==> src/rtl/tlb_pkg.sv <==
// tlb_pkg: shared widths and the page-size encoding of the translation cache.
// Assumes: size code 3 is never loaded; it is treated as the smallest page.
package tlb_pkg;
    localparam int VA_WIDTH  = 32;
    localparam int PA_WIDTH  = 32;
    localparam int PID_WIDTH = 8;

    typedef enum logic [1:0] {
        PG_4K = 2'd0,
        PG_2M = 2'd1,
        PG_1G = 2'd2
    } pg_size_e;

    // Number of untranslated low address bits for a page size.
    function automatic int unsigned pg_offset_bits(pg_size_e sz);
        case (sz)
            PG_2M:   return 21;
            PG_1G:   return 30;
            default: return 12;
        endcase
    endfunction
endpackage

==> src/rtl/tlb_match.sv <==
// tlb_match: compares one stored slot against a probe address and process id.
// The slot's page size decides how many low bits are ignored. Also emits
// the keep masks (upper bits that are translated) for address formation.
// Assumes: the offset width is below both address widths.
module tlb_match
    import tlb_pkg::*;
#(
    parameter int VA_W  = VA_WIDTH,
    parameter int PA_W  = PA_WIDTH,
    parameter int PID_W = PID_WIDTH
) (
    input  logic             slot_vld,
    input  logic [VA_W-1:0]  slot_va,
    input  pg_size_e         slot_sz,
    input  logic [PID_W-1:0] slot_pid,
    input  logic [VA_W-1:0]  probe_va,
    input  logic [PID_W-1:0] probe_pid,
    output logic             match,
    output logic [VA_W-1:0]  va_keep,
    output logic [PA_W-1:0]  pa_keep
);
    // Build the masks and the compare for this slot's page size.
    always_comb begin
        va_keep = {VA_W{1'b1}} << pg_offset_bits(slot_sz);
        pa_keep = {PA_W{1'b1}} << pg_offset_bits(slot_sz);
        match   = slot_vld && (slot_pid == probe_pid)
                  && (((slot_va ^ probe_va) & va_keep) == '0);
    end
endmodule

==> src/rtl/tlb_victim.sv <==
// tlb_victim: picks the slot a refill writes. An in-place duplicate wins,
// then the lowest invalid slot, then the rotating pointer.
// Assumes: at most one duplicate bit is set.
module tlb_victim #(
    parameter int N     = 8,
    parameter int IDX_W = $clog2(N)
) (
    input  logic [N-1:0]     vld,
    input  logic [N-1:0]     dup,
    input  logic [IDX_W-1:0] ptr,
    output logic [IDX_W-1:0] idx,
    output logic             use_ptr
);
    // Priority search: duplicate, then first free, else pointer.
    always_comb begin
        logic found_dup;
        logic found_free;
        logic [IDX_W-1:0] dup_idx;
        logic [IDX_W-1:0] free_idx;
        found_dup  = 1'b0;
        found_free = 1'b0;
        dup_idx    = '0;
        free_idx   = '0;
        for (int i = N - 1; i >= 0; i--) begin
            if (dup[i]) begin
                found_dup = 1'b1;
                dup_idx   = IDX_W'(i);
            end
            if (!vld[i]) begin
                found_free = 1'b1;
                free_idx   = IDX_W'(i);
            end
        end
        use_ptr = !found_dup && !found_free;
        if (found_dup)       idx = dup_idx;
        else if (found_free) idx = free_idx;
        else                 idx = ptr;
    end
endmodule

==> src/rtl/tagged_tlb.sv <==
// tagged_tlb: fully associative, process-tagged translation cache with
// per-slot page size. Lookup results are registered (one cycle). Refill and
// purge update the table at the same edge, after that cycle's lookup.
// When both hit one slot in a cycle, the refill wins.
// Assumes: software never installs overlapping pages for one process;
// if it does, the lowest-numbered matching slot answers.
module tagged_tlb
    import tlb_pkg::*;
#(
    parameter int ENTRIES = 8,
    parameter int VA_W    = VA_WIDTH,
    parameter int PA_W    = PA_WIDTH,
    parameter int PID_W   = PID_WIDTH
) (
    input  logic             clk,
    input  logic             rst_n,
    input  logic             lk_valid,
    input  logic [VA_W-1:0]  lk_vaddr,
    input  logic             lk_write,
    input  logic [PID_W-1:0] lk_pid,
    output logic             rs_valid,
    output logic             rs_hit,
    output logic             rs_miss,
    output logic             rs_fault,
    output logic [PA_W-1:0]  rs_paddr,
    input  logic             fill_valid,
    input  logic [VA_W-1:0]  fill_vaddr,
    input  logic [PA_W-1:0]  fill_paddr,
    input  logic [1:0]       fill_size,
    input  logic [PID_W-1:0] fill_pid,
    input  logic             fill_writable,
    input  logic             purge_valid,
    input  logic             purge_all,
    input  logic [VA_W-1:0]  purge_vaddr,
    input  logic [PID_W-1:0] purge_pid
);
    localparam int IDX_W = (ENTRIES > 1) ? $clog2(ENTRIES) : 1;

    logic [ENTRIES-1:0] vld_q;
    logic [VA_W-1:0]    va_q  [ENTRIES];
    logic [PA_W-1:0]    pa_q  [ENTRIES];
    pg_size_e           sz_q  [ENTRIES];
    logic [PID_W-1:0]   pid_q [ENTRIES];
    logic [ENTRIES-1:0] wr_q;
    logic [IDX_W-1:0]   ptr_q;

    logic [ENTRIES-1:0] lk_hit, pg_hit, fl_hit, fl_dup;
    logic [VA_W-1:0]    lk_vkeep [ENTRIES];
    logic [PA_W-1:0]    lk_pkeep [ENTRIES];

    // One compare unit per slot for each of the three probe ports.
    for (genvar g = 0; g < ENTRIES; g++) begin : g_slot
        logic [VA_W-1:0] unused_v0, unused_v1;
        logic [PA_W-1:0] unused_p0, unused_p1;
        tlb_match #(.VA_W(VA_W), .PA_W(PA_W), .PID_W(PID_W)) u_lk (
            .slot_vld(vld_q[g]), .slot_va(va_q[g]), .slot_sz(sz_q[g]),
            .slot_pid(pid_q[g]), .probe_va(lk_vaddr), .probe_pid(lk_pid),
            .match(lk_hit[g]), .va_keep(lk_vkeep[g]), .pa_keep(lk_pkeep[g]));
        tlb_match #(.VA_W(VA_W), .PA_W(PA_W), .PID_W(PID_W)) u_pg (
            .slot_vld(vld_q[g]), .slot_va(va_q[g]), .slot_sz(sz_q[g]),
            .slot_pid(pid_q[g]), .probe_va(purge_vaddr), .probe_pid(purge_pid),
            .match(pg_hit[g]), .va_keep(unused_v0), .pa_keep(unused_p0));
        tlb_match #(.VA_W(VA_W), .PA_W(PA_W), .PID_W(PID_W)) u_fl (
            .slot_vld(vld_q[g]), .slot_va(va_q[g]), .slot_sz(sz_q[g]),
            .slot_pid(pid_q[g]), .probe_va(fill_vaddr), .probe_pid(fill_pid),
            .match(fl_hit[g]), .va_keep(unused_v1), .pa_keep(unused_p1));
        assign fl_dup[g] = fl_hit[g] && (sz_q[g] == pg_size_e'(fill_size));
    end

    logic [IDX_W-1:0] vic_idx;
    logic             vic_use_ptr;

    tlb_victim #(.N(ENTRIES), .IDX_W(IDX_W)) u_vic (
        .vld(vld_q), .dup(fl_dup), .ptr(ptr_q),
        .idx(vic_idx), .use_ptr(vic_use_ptr));

    logic            sel_found, sel_wr;
    logic [PA_W-1:0] sel_pa;

    // Lowest-index matching slot forms the translated address.
    always_comb begin
        sel_found = 1'b0;
        sel_wr    = 1'b0;
        sel_pa    = '0;
        for (int i = ENTRIES - 1; i >= 0; i--) begin
            if (lk_hit[i]) begin
                sel_found = 1'b1;
                sel_wr    = wr_q[i];
                sel_pa    = (pa_q[i] & lk_pkeep[i])
                          | (PA_W'(lk_vaddr) & ~lk_pkeep[i]);
            end
        end
    end

    // Register the lookup outcome.
    always_ff @(posedge clk) begin
        if (!rst_n) begin
            rs_valid <= 1'b0;
            rs_hit   <= 1'b0;
            rs_miss  <= 1'b0;
            rs_fault <= 1'b0;
            rs_paddr <= '0;
        end else begin
            rs_valid <= lk_valid;
            rs_miss  <= lk_valid && !sel_found;
            rs_fault <= lk_valid && sel_found && lk_write && !sel_wr;
            rs_hit   <= lk_valid && sel_found && !(lk_write && !sel_wr);
            rs_paddr <= (lk_valid && sel_found && !(lk_write && !sel_wr)) ? sel_pa : '0;
        end
    end

    // Valid bits and replacement pointer: purge first, refill overrides.
    always_ff @(posedge clk) begin
        if (!rst_n) begin
            vld_q <= '0;
            ptr_q <= '0;
        end else begin
            if (purge_valid) begin
                if (purge_all) vld_q <= '0;
                else           vld_q <= vld_q & ~pg_hit;
            end
            if (fill_valid) begin
                vld_q[vic_idx] <= 1'b1;
                if (vic_use_ptr)
                    ptr_q <= (ptr_q == IDX_W'(ENTRIES - 1)) ? '0 : ptr_q + 1'b1;
            end
        end
    end

    // Slot payload, written only by refill.
    always_ff @(posedge clk) begin
        if (fill_valid) begin
            va_q[vic_idx]  <= fill_vaddr;
            pa_q[vic_idx]  <= fill_paddr;
            sz_q[vic_idx]  <= pg_size_e'(fill_size);
            pid_q[vic_idx] <= fill_pid;
            wr_q[vic_idx]  <= fill_writable;
        end
    end
endmodule

==> config.mk <==
export PLATFORM = sky130hd
export DESIGN_NAME = tagged_tlb
export DESIGN_NICKNAME = d
export VERILOG_FILES = /design/src/rtl/tlb_pkg.sv /design/src/rtl/tlb_match.sv /design/src/rtl/tlb_victim.sv /design/src/rtl/tagged_tlb.sv
export SDC_FILE = /design/constraint.sdc
export NUM_CORES = 1
export LEC_CHECK = 0
export BUFFER_PORTS_ARGS = -buffer_cell sky130_fd_sc_hd__buf_2
export CAP_MARGIN = 10
export CORE_ASPECT_RATIO = 0.75
export CORE_MARGIN = 4
export CORE_UTILIZATION = 40
export CTS_CLUSTER_SIZE = 25
export DETAILED_ROUTE_END_ITERATION = 8
export PLACE_DENSITY_LB_ADDON = 0.1
export SLEW_MARGIN = 10
export SYNTH_ARGS = -nofsm -noshare
export SYNTH_HDL_FRONTEND = slang
export SYNTH_HIERARCHICAL = 1
export SYNTH_SLANG_ARGS = --single-unit
==> constraint.sdc <==
create_clock -name clk -period 9.66 [get_ports clk]
set_input_delay 0.483 -clock clk [delete_from_list [all_inputs] [get_ports clk]]
set_output_delay 0.483 -clock clk [all_outputs]
set_load 0.01 [all_outputs]
Yosys cells after proc, flatten, opt, wreduce, memory -nomap -nowiden
Memories as Yosys holds them, arrays and structs flattened.
Cells that the tools add are included.
{ "classes": {"muxes": 76, "n_bitwise": 83, "n_reduce_logical": 95, "n_lt_le_gt_ge": 2, "addsub": 1, "shift": 8, "eq_ne": 49} }
{ "op_table": {"columns": ["cell", "count"], "rows": [
  ["bitwise AND 32 bit", 40],
  ["zero test 32 bit", 24],
  ["XOR 32 bit", 24],
  ["2-to-1 mux 32 bit", 8],
  ["NOT 32 bit", 8],
  ["OR 32 bit", 8],
  ["left shift 32 x 5 -> 32 bit, first input constant", 7],
  ["== test 8 bit", 24],
  ["one-hot mux 5 bit (2 select lines)", 8],
  ["logical AND 1 bit", 64],
  ["2-to-1 mux 3 bit", 19],
  ["2-to-1 mux 1 bit", 35],
  ["2-to-1 mux 8 bit", 4],
  ["left shift 32 x 32 -> 32 bit, first input constant", 1],
  ["== test 2 x 1 -> 1 bit, second input constant", 8],
  ["== test 2 bit", 8],
  ["== test 2 bit, second input constant", 8],
  ["bitwise AND 8 bit", 1],
  ["bitwise mux 8 bit", 1],
  ["NOT 8 bit", 1],
  ["OR 8 bit", 1],
  ["zero test 1 bit", 5],
  ["< comparator 3 x 4 -> 1 bit, second input constant", 1],
  ["AND reduction 2 bit", 2],
  ["4 further kinds", 4]
]} }
{ "totals": {"ff_bits": 55, "elab_cells": 326, "mem_bits_rw": 592, "mem_count": 4} }
{ "memory_table": {"columns": ["memory", "words", "width", "rd", "rd_ports_with_merged_regs", "write_ports", "line_no", "rtl"], "rows": [
  ["pa_q", 8, 32, 8, 0, 1, "tagged_tlb.sv:41", "logic [PA_W-1:0] pa_q [ENTRIES];"],
  ["va_q", 8, 32, 8, 0, 1, "tagged_tlb.sv:40", "logic [VA_W-1:0] va_q [ENTRIES];"],
  ["pid_q", 8, 8, 8, 0, 1, "tagged_tlb.sv:43", "logic [PID_W-1:0] pid_q [ENTRIES];"],
  ["sz_q", 8, 2, 8, 0, 1, "tagged_tlb.sv:42", "pg_size_e sz_q [ENTRIES];"]
]} }

Depth between registers and ports, before layout
Gate-level depths: netlist (run 1).
An unclocked memory read counts as a cell.
{ "logic_depth": {"depth_word": 23, "depth_mapped": 14} }

Cells and area by module
Netlist (run 1), hierarchy kept.
{ "by_module_without_submodules": {"columns": ["module", "n_inst", "area_per_inst_um2", "seq_area_each_um2", "cells_per_inst"], "rows": [
  ["tagged_tlb", 1, 24230.7, 18958.2, 1273],
  ["tlb_match", 24, 920.9, 0.0, 118],
  ["tlb_victim", 1, 176.4, 0.0, 31]
]} }

Worst setup path after synthesis (run 1)
No wires, ideal clock.
{ "synth_path": {"path_type": "reg-to-reg", "from": "memory sz_q[2][0] (netlist name)", "to": "memory pa_q[0][0] (netlist name), enable pin", "slack_ns": 1.627, "t_arrival_ns": 7.431, "stages_incl_launch_ff": 12, "cell_sequence": "edfxtp_1 -> ha_1 -> a2111oi_2 -> nand3_1 -> a2111oi_2 -> and3_1 -> inv_1 -> a21oi_1 -> o31a_1 -> o22ai_1 -> nand2b_1 -> nor3_1"} }
{ "synth_rtl": {"columns": ["item", "line_no"], "rows": [
  ["start, declared", "tagged_tlb.sv:42"],
  ["end, declared", "tagged_tlb.sv:41"]
]} }

==> results of run 1 <==
## stage by stage
stage	setup WS [ns]	hold slack, ns
2_1_floorplan	1.93	0.460
3_3_place_gp	3.84	0.473
3_5_place_dp	3.81	0.486
4_1_cts	4.18	0.0630
5_1_grt	3.84	0.0795
6_report	3.99	0.115
## registers in the layout (all words and copies together), names as in the netlist
| signal | cells |
|---|---|
| sz_q | 16 |
| rs_fault | 1 |
| rs_paddr | 32 |
| wr_q | 8 |
| pa_q | 256 |
| vld_q | 8 |
| ptr_q | 3 |
| rs_miss | 1 |
| rs_valid | 1 |
| va_q | 224 |
| pid_q | 64 |
| rs_hit | 1 |
## metal layers
metal,track usage,vias to the layer above,part of all wire
met3,0.0389,132,0.063
met4,0.0536,2,0.020
met5,0,-,0.00011
li1,-,10300,-
met1,0.346,11800,0.47
met2,0.373,691,0.45
## path summary, 6_finish.rpt
| path | endpoint | depth (start not counted) |
|---|---|---|
| worst max-delay path | va_q[3][24] | 12 |
| worst max register to register | va_q[3][24] | 12 |
| worst min-delay path | pa_q[3][18] | 1 |
| worst min register to register | ptr_q[2] | 2 |
## cell usage in the layout, fill, tap and decap left out, drive strengths merged, types with 4 or more instances in the layout
cell type and n:
a31oi 26, nand2 42, mux2i 160, nand2b 5, o41ai 24, clkinv 20, a221o 32, nand3 60
nand4 123, nor3 29, o21ai 10, diode 4, nor2b 12, a21oi 14, buf 225, a221oi 32
a2111oi 81, ha 50, clkbuf 104, and3 10, xnor2 496, conb 48, xor2 384, and2 16
nor4 50, edfxtp 568, nor2 43, dfxtp 47, o22ai 33, inv 65, mux2 96
## power breakdown
part	switching, uW	leakage [uW]	internal [uW]	total, uW
sequential	31.9	0.00554	2950	2990
clock	1160	0.00113	1540	2710
combinational	344	0.00651	198	543
total	1540	0.0132	4700	6240
## cell type report
| class | count | area (sq um) | share of cell area |
|---|---|---|---|
| flip-flops and latches | 615 | 18000 | 0.456 |
| multi-input cells | 1894 | 16100 | 0.409 |
| clock buffers | 104 | 2000 | 0.0508 |
| well taps | 1212 | 1520 | 0.0385 |
| repair buffers | 225 | 1220 | 0.0308 |
| clock inverters | 29 | 322 | 0.00815 |
| inverters | 61 | 229 | 0.00581 |
| diodes | 4 | 10.0 | 0.000254 |
## critical path, stage by stage, from the launching register on
cell,delay [ns]
edfxtp_1,0.46
xnor2_1,0.20
nand4_1,0.15
o41ai_1,0.97
nand3_1,0.27
a2111oi_2,0.39
and3_1,0.32
o31ai_1,0.11
a31oi_1,0.43
nand2b_1,0.27
nor2_4,0.39
buf_4,0.53
buf_4,0.72
==> results.ini, run 1 <==
[run_status]
outcome=complete, no violations

[clocking]
clk_latency_ns=0.65
cts_made_buffers=72
cts_resized=0
cts_tree=built
h-tree-depth=3
path_clk_slew_ns=0.06
clockBufferDepth=3
cts_setup_buffers=0
clkSinkCount=615
clk_root_buffer_cell=clkbuf_16
ctsHoldBuffers=0

[global_routing]
grt_usage=0.237
overflow=0
grt_pass1_wl_um=164000
antenna_found_initial=5
first_global_vias=23100
grt_max_degree=68

[placement]
io_buffer_count=189
dp_hpwl_um=76900
place_congestion=0.876
placed_area_sq_mm=0.0371
dp.cells=4007

[die]
fp.dieW_um=355
num_io_pins=198
initial_core_util=0.403
fp.dieH_um=268
num_rows=95
core_sq_mm=0.0895
dieArea_sq_mm=0.0950

[worst_setup_path]
worstPathArrival_ns=5.92
critical_path.max_fanout=38
required_ns=9.91
worst_r2r_startpoint=va_q[2][6]
ff2ff_setup_slack_ns=3.99
start_kind=register
crit_type=reg2reg
cp-end-kind=register
crit_path_start=va_q[2][6]

[drt]
vias_per_cell=5.51
vias=22800
drc=0
first_pass_iters=5
dr.first_iter.drc_count=1986
ant_nets=0
post_drt_wl_per_cell_um=28.0
drt_wl_total_um=116000

[synthesis]
syn_inst=2808
yosys_warnings=6
avgSynthCellArea_sq_um=12.8
syn_area_sq_mm=0.0360

[sta]
fin_crit_ns=5.67
worstMarginPinSlew_ns=1.24
max_freq_ghz=0.176
finalHoldViolCount=0
slew_headroom=0.169
clock_skew_ns=0.0329
setup_tns_ns=0
rsz0062_at_grt=false
drv_slew=0
period_share=0.587
setup-violations-final=0

[hold_path]
hold_path.startpoint=fill_paddr[18]
holdCritPathClass=in2reg

[finish]
area_growth_pct=9.43
final_util=0.441
stdcell_area_sq_mm=0.0394
num-nets-final=3081
drive_above_1_share=0.178
instances_no_fill=4144
fill_cells=8144

[power]
vdd_drop_max_mv=0.115
p_leak_uw=0.0132
p_total_uw=6240
power_density_mw_per_mm2=158

[job]
cap_viol_max_count=0

No activity file was read; power rests on OpenSTA's default activity.
==> run 2: changes to the inputs <==
- ABC_AREA: default -> 1
- clock period: 9.66 -> 4.8 ns (I/O delays scaled with it)
==> run 2 against run 1 <==
Clock skew rose by 0.0039 ns. Critical path depth rose by 12. Largest power group unchanged. Area after synthesis rose by 22%. Hold slack got worse by 0.066 ns. Sequential cell count did not move. Sequential power rose by 100%. Routed wire length rose by 25%. Worst setup slack got worse by 3.4 ns. Non-clock buffer count rose by 63. Maximum frequency rose by 36%.
==> results.ini, run 2 <==
[power]
p_leak_uw=0.0250  ; +90%
vdd_drop_max_mv=0.219  ; +91%
p_total_uw=13100  ; +110%
power_density_mw_per_mm2=271  ; +71%

[worst_setup_path]
cp_slowest_cell=edfxtp_1
crit_path_start=sz_q[6][0]
crit_type=reg2reg
critical_path.max_fanout=11  ; -71%
endpoint=va_q[0][5]
required_ns=5.12  ; -4.79 ns
rr_worst_depth=24  ; +12
crit_chain=inv_1 -> ha_1 -> nand3_1 -> nand2_1 -> inv_1 -> nand2_1 -> nor2_1 -> nand2_1 -> nor2_1 -> o21ai_0 -> a211oi_1 -> inv_1 -> nand2_1 -> nand2_1 -> nand2_1 -> nand2_1 -> nand2_1 -> nand2_1 -> nand2_1 -> nand3_2 -> nor2_1 -> inv_1 -> nor2_4 -> buf_4
start_kind=register
cp-end-kind=register
worstPathArrival_ns=4.50  ; -1.42 ns
ff2ff_setup_slack_ns=0.62  ; -3.37 ns
crit_top_cell=nand2_1
worst_r2r_startpoint=sz_q[6][0]
reg2reg_to=va_q[0][5]
slowest_delay_ns=0.54  ; -0.43 ns

[drt]
post_drt_wl_per_cell_um=18.1  ; -35%
drt_wl_total_um=145000  ; +25%
dr.first_iter.drc_count=3502  ; +76%
first_pass_iters=6  ; +1
vias=37000  ; +62%
drc=0  ; unchanged
ant_nets=0  ; unchanged
vias_per_cell=4.62  ; -16%

[sta]
worstMarginPinSlew_ns=0.935  ; -0.301 ns
setup_slack_ns=0.615  ; -3.37 ns
clock_skew_ns=0.0368  ; +0.00391 ns
max_freq_ghz=0.239  ; +36%
setup-violations-final=0  ; unchanged
drv_slew=0  ; unchanged
rsz0062_at_grt=false
period_share=0.872  ; +0.284
finalHoldViolCount=0  ; unchanged
slew_headroom=0.377  ; +0.208
fin_crit_ns=4.18  ; -1.49 ns
setup_tns_ns=0  ; unchanged

[synthesis]
syn_inst=6382  ; +130%
avgSynthCellArea_sq_um=6.88  ; -46%
syn_area_sq_mm=0.0439  ; +22%
yosys_warnings=6  ; unchanged

[hold_path]
holdCritPathClass=in2reg

[global_routing]
first_global_vias=32400  ; +41%
grt_usage=0.248  ; +0.0110
grt_max_degree=57  ; -16%
antenna_found_initial=12  ; +7
overflow=0  ; unchanged
grt_pass1_wl_um=211000  ; +29%

[finish]
area_growth_pct=9.87
num-nets-final=6721  ; +120%
drive_above_1_share=0.0693  ; -0.109
instances_no_fill=8006  ; +93%
reg_top3=pa_q (256), va_q (224), pid_q (64)
layout_commonest_cell=nand2_1
layout_common_cells=nand2_1, inv_1, edfxtp_1, nor2_1, xnor2_1
largest_reg_flops=256  ; unchanged
regMostFlops=pa_q
fill_cells=11000  ; +35%
final_util=0.446  ; +0.00538

[clocking]
clkSinkCount=615  ; unchanged
cts_setup_buffers=0  ; unchanged
cts_tree=built
path_clk_slew_ns=0.06  ; about the same
clockBufferDepth=3  ; unchanged
clk_latency_ns=0.67  ; +0.02 ns
cts_resized=0  ; unchanged
cts_made_buffers=75  ; +4.2%
h-tree-depth=3  ; unchanged
clk_root_buffer_cell=clkbuf_16
ctsHoldBuffers=43  ; +43

[placement]
dp.cells=7820  ; +95%
dp_hpwl_um=98900  ; +29%
place_congestion=0.919  ; +5.0%
place_ws_ns=0.703  ; -3.10 ns
io_buffer_count=189  ; unchanged

[job]
cap_viol_max_count=0  ; unchanged

[die]
core_sq_mm=0.108  ; +21%
fp.dieW_um=391  ; +10%
dieArea_sq_mm=0.115  ; +21%
initial_core_util=0.406  ; +0.00328
num_rows=104  ; +9.5%
num_io_pins=198  ; unchanged
fp.dieH_um=295  ; +10%

[run_status]
outcome=complete, no violations

-- run 2: worst min path at each step --
stage                              start  cells past startpoint     endpoint  slack [ns]
final                     fill_vaddr[27]                      1  va_q[6][27]        0.05
after global routing      fill_vaddr[18]                      1  va_q[2][18]        0.04
after CTS                    fill_pid[2]                      1  pid_q[6][2]      0.0006
after detailed placement        ptr_q[2]                      2     ptr_q[2]        0.51
after global placement          ptr_q[1]                      2     ptr_q[1]        0.50
after floorplan            fill_paddr[0]                      0   pa_q[0][0]        0.34
-- run 2: area by class of cell --
cell class,instances,area (sq um),area share
Timing Repair Buffer,288,1950,0.0404
Sequential cell,615,18000,0.373
Multi-Input combinational cell,4122,18800,0.389
Clock inverter,37,374,0.00776
Clock buffer,101,2050,0.0424
Tap cell,1431,1790,0.0371
Antenna cell,5,12.5,0.000259
Inverter,1407,5290,0.110
-- run 2: power breakdown --
group | internal (uW) | switching, uW
Combinational | 416 | 887
Clock | 3330 | 2440
Sequential | 5940 | 60.8
-- run 2: critical path, delay by kind of cell, from the launching register on --
kind                     cells  cell delay (ns)
AO/OA/AOI/OAI                2             0.49
adder cells (fa/ha/maj)      1             0.37
buffers and inverters        5             0.73
AND/OR/NAND/NOR             16             1.71
flip-flops                   1             0.54
-- run 2: metrics by stage --
stage	hold slack, ns	cell area (sq um)
2_1_floorplan	0.339	44000
3_3_place_gp	0.504	45400
3_5_place_dp	0.512	45400
4_1_cts	0.000587	48200
5_1_grt	0.0358	48200
6_report	0.0488	48200
-- run 2: routing by layer --
| metal | part of all wire | track usage |
|---|---|---|
| met1 | 0.49 | 0.370 |
| met2 | 0.43 | 0.379 |
| met3 | 0.068 | 0.0380 |
| met4 | 0.020 | 0.0565 |
| met5 | 0.00018 | 0 |
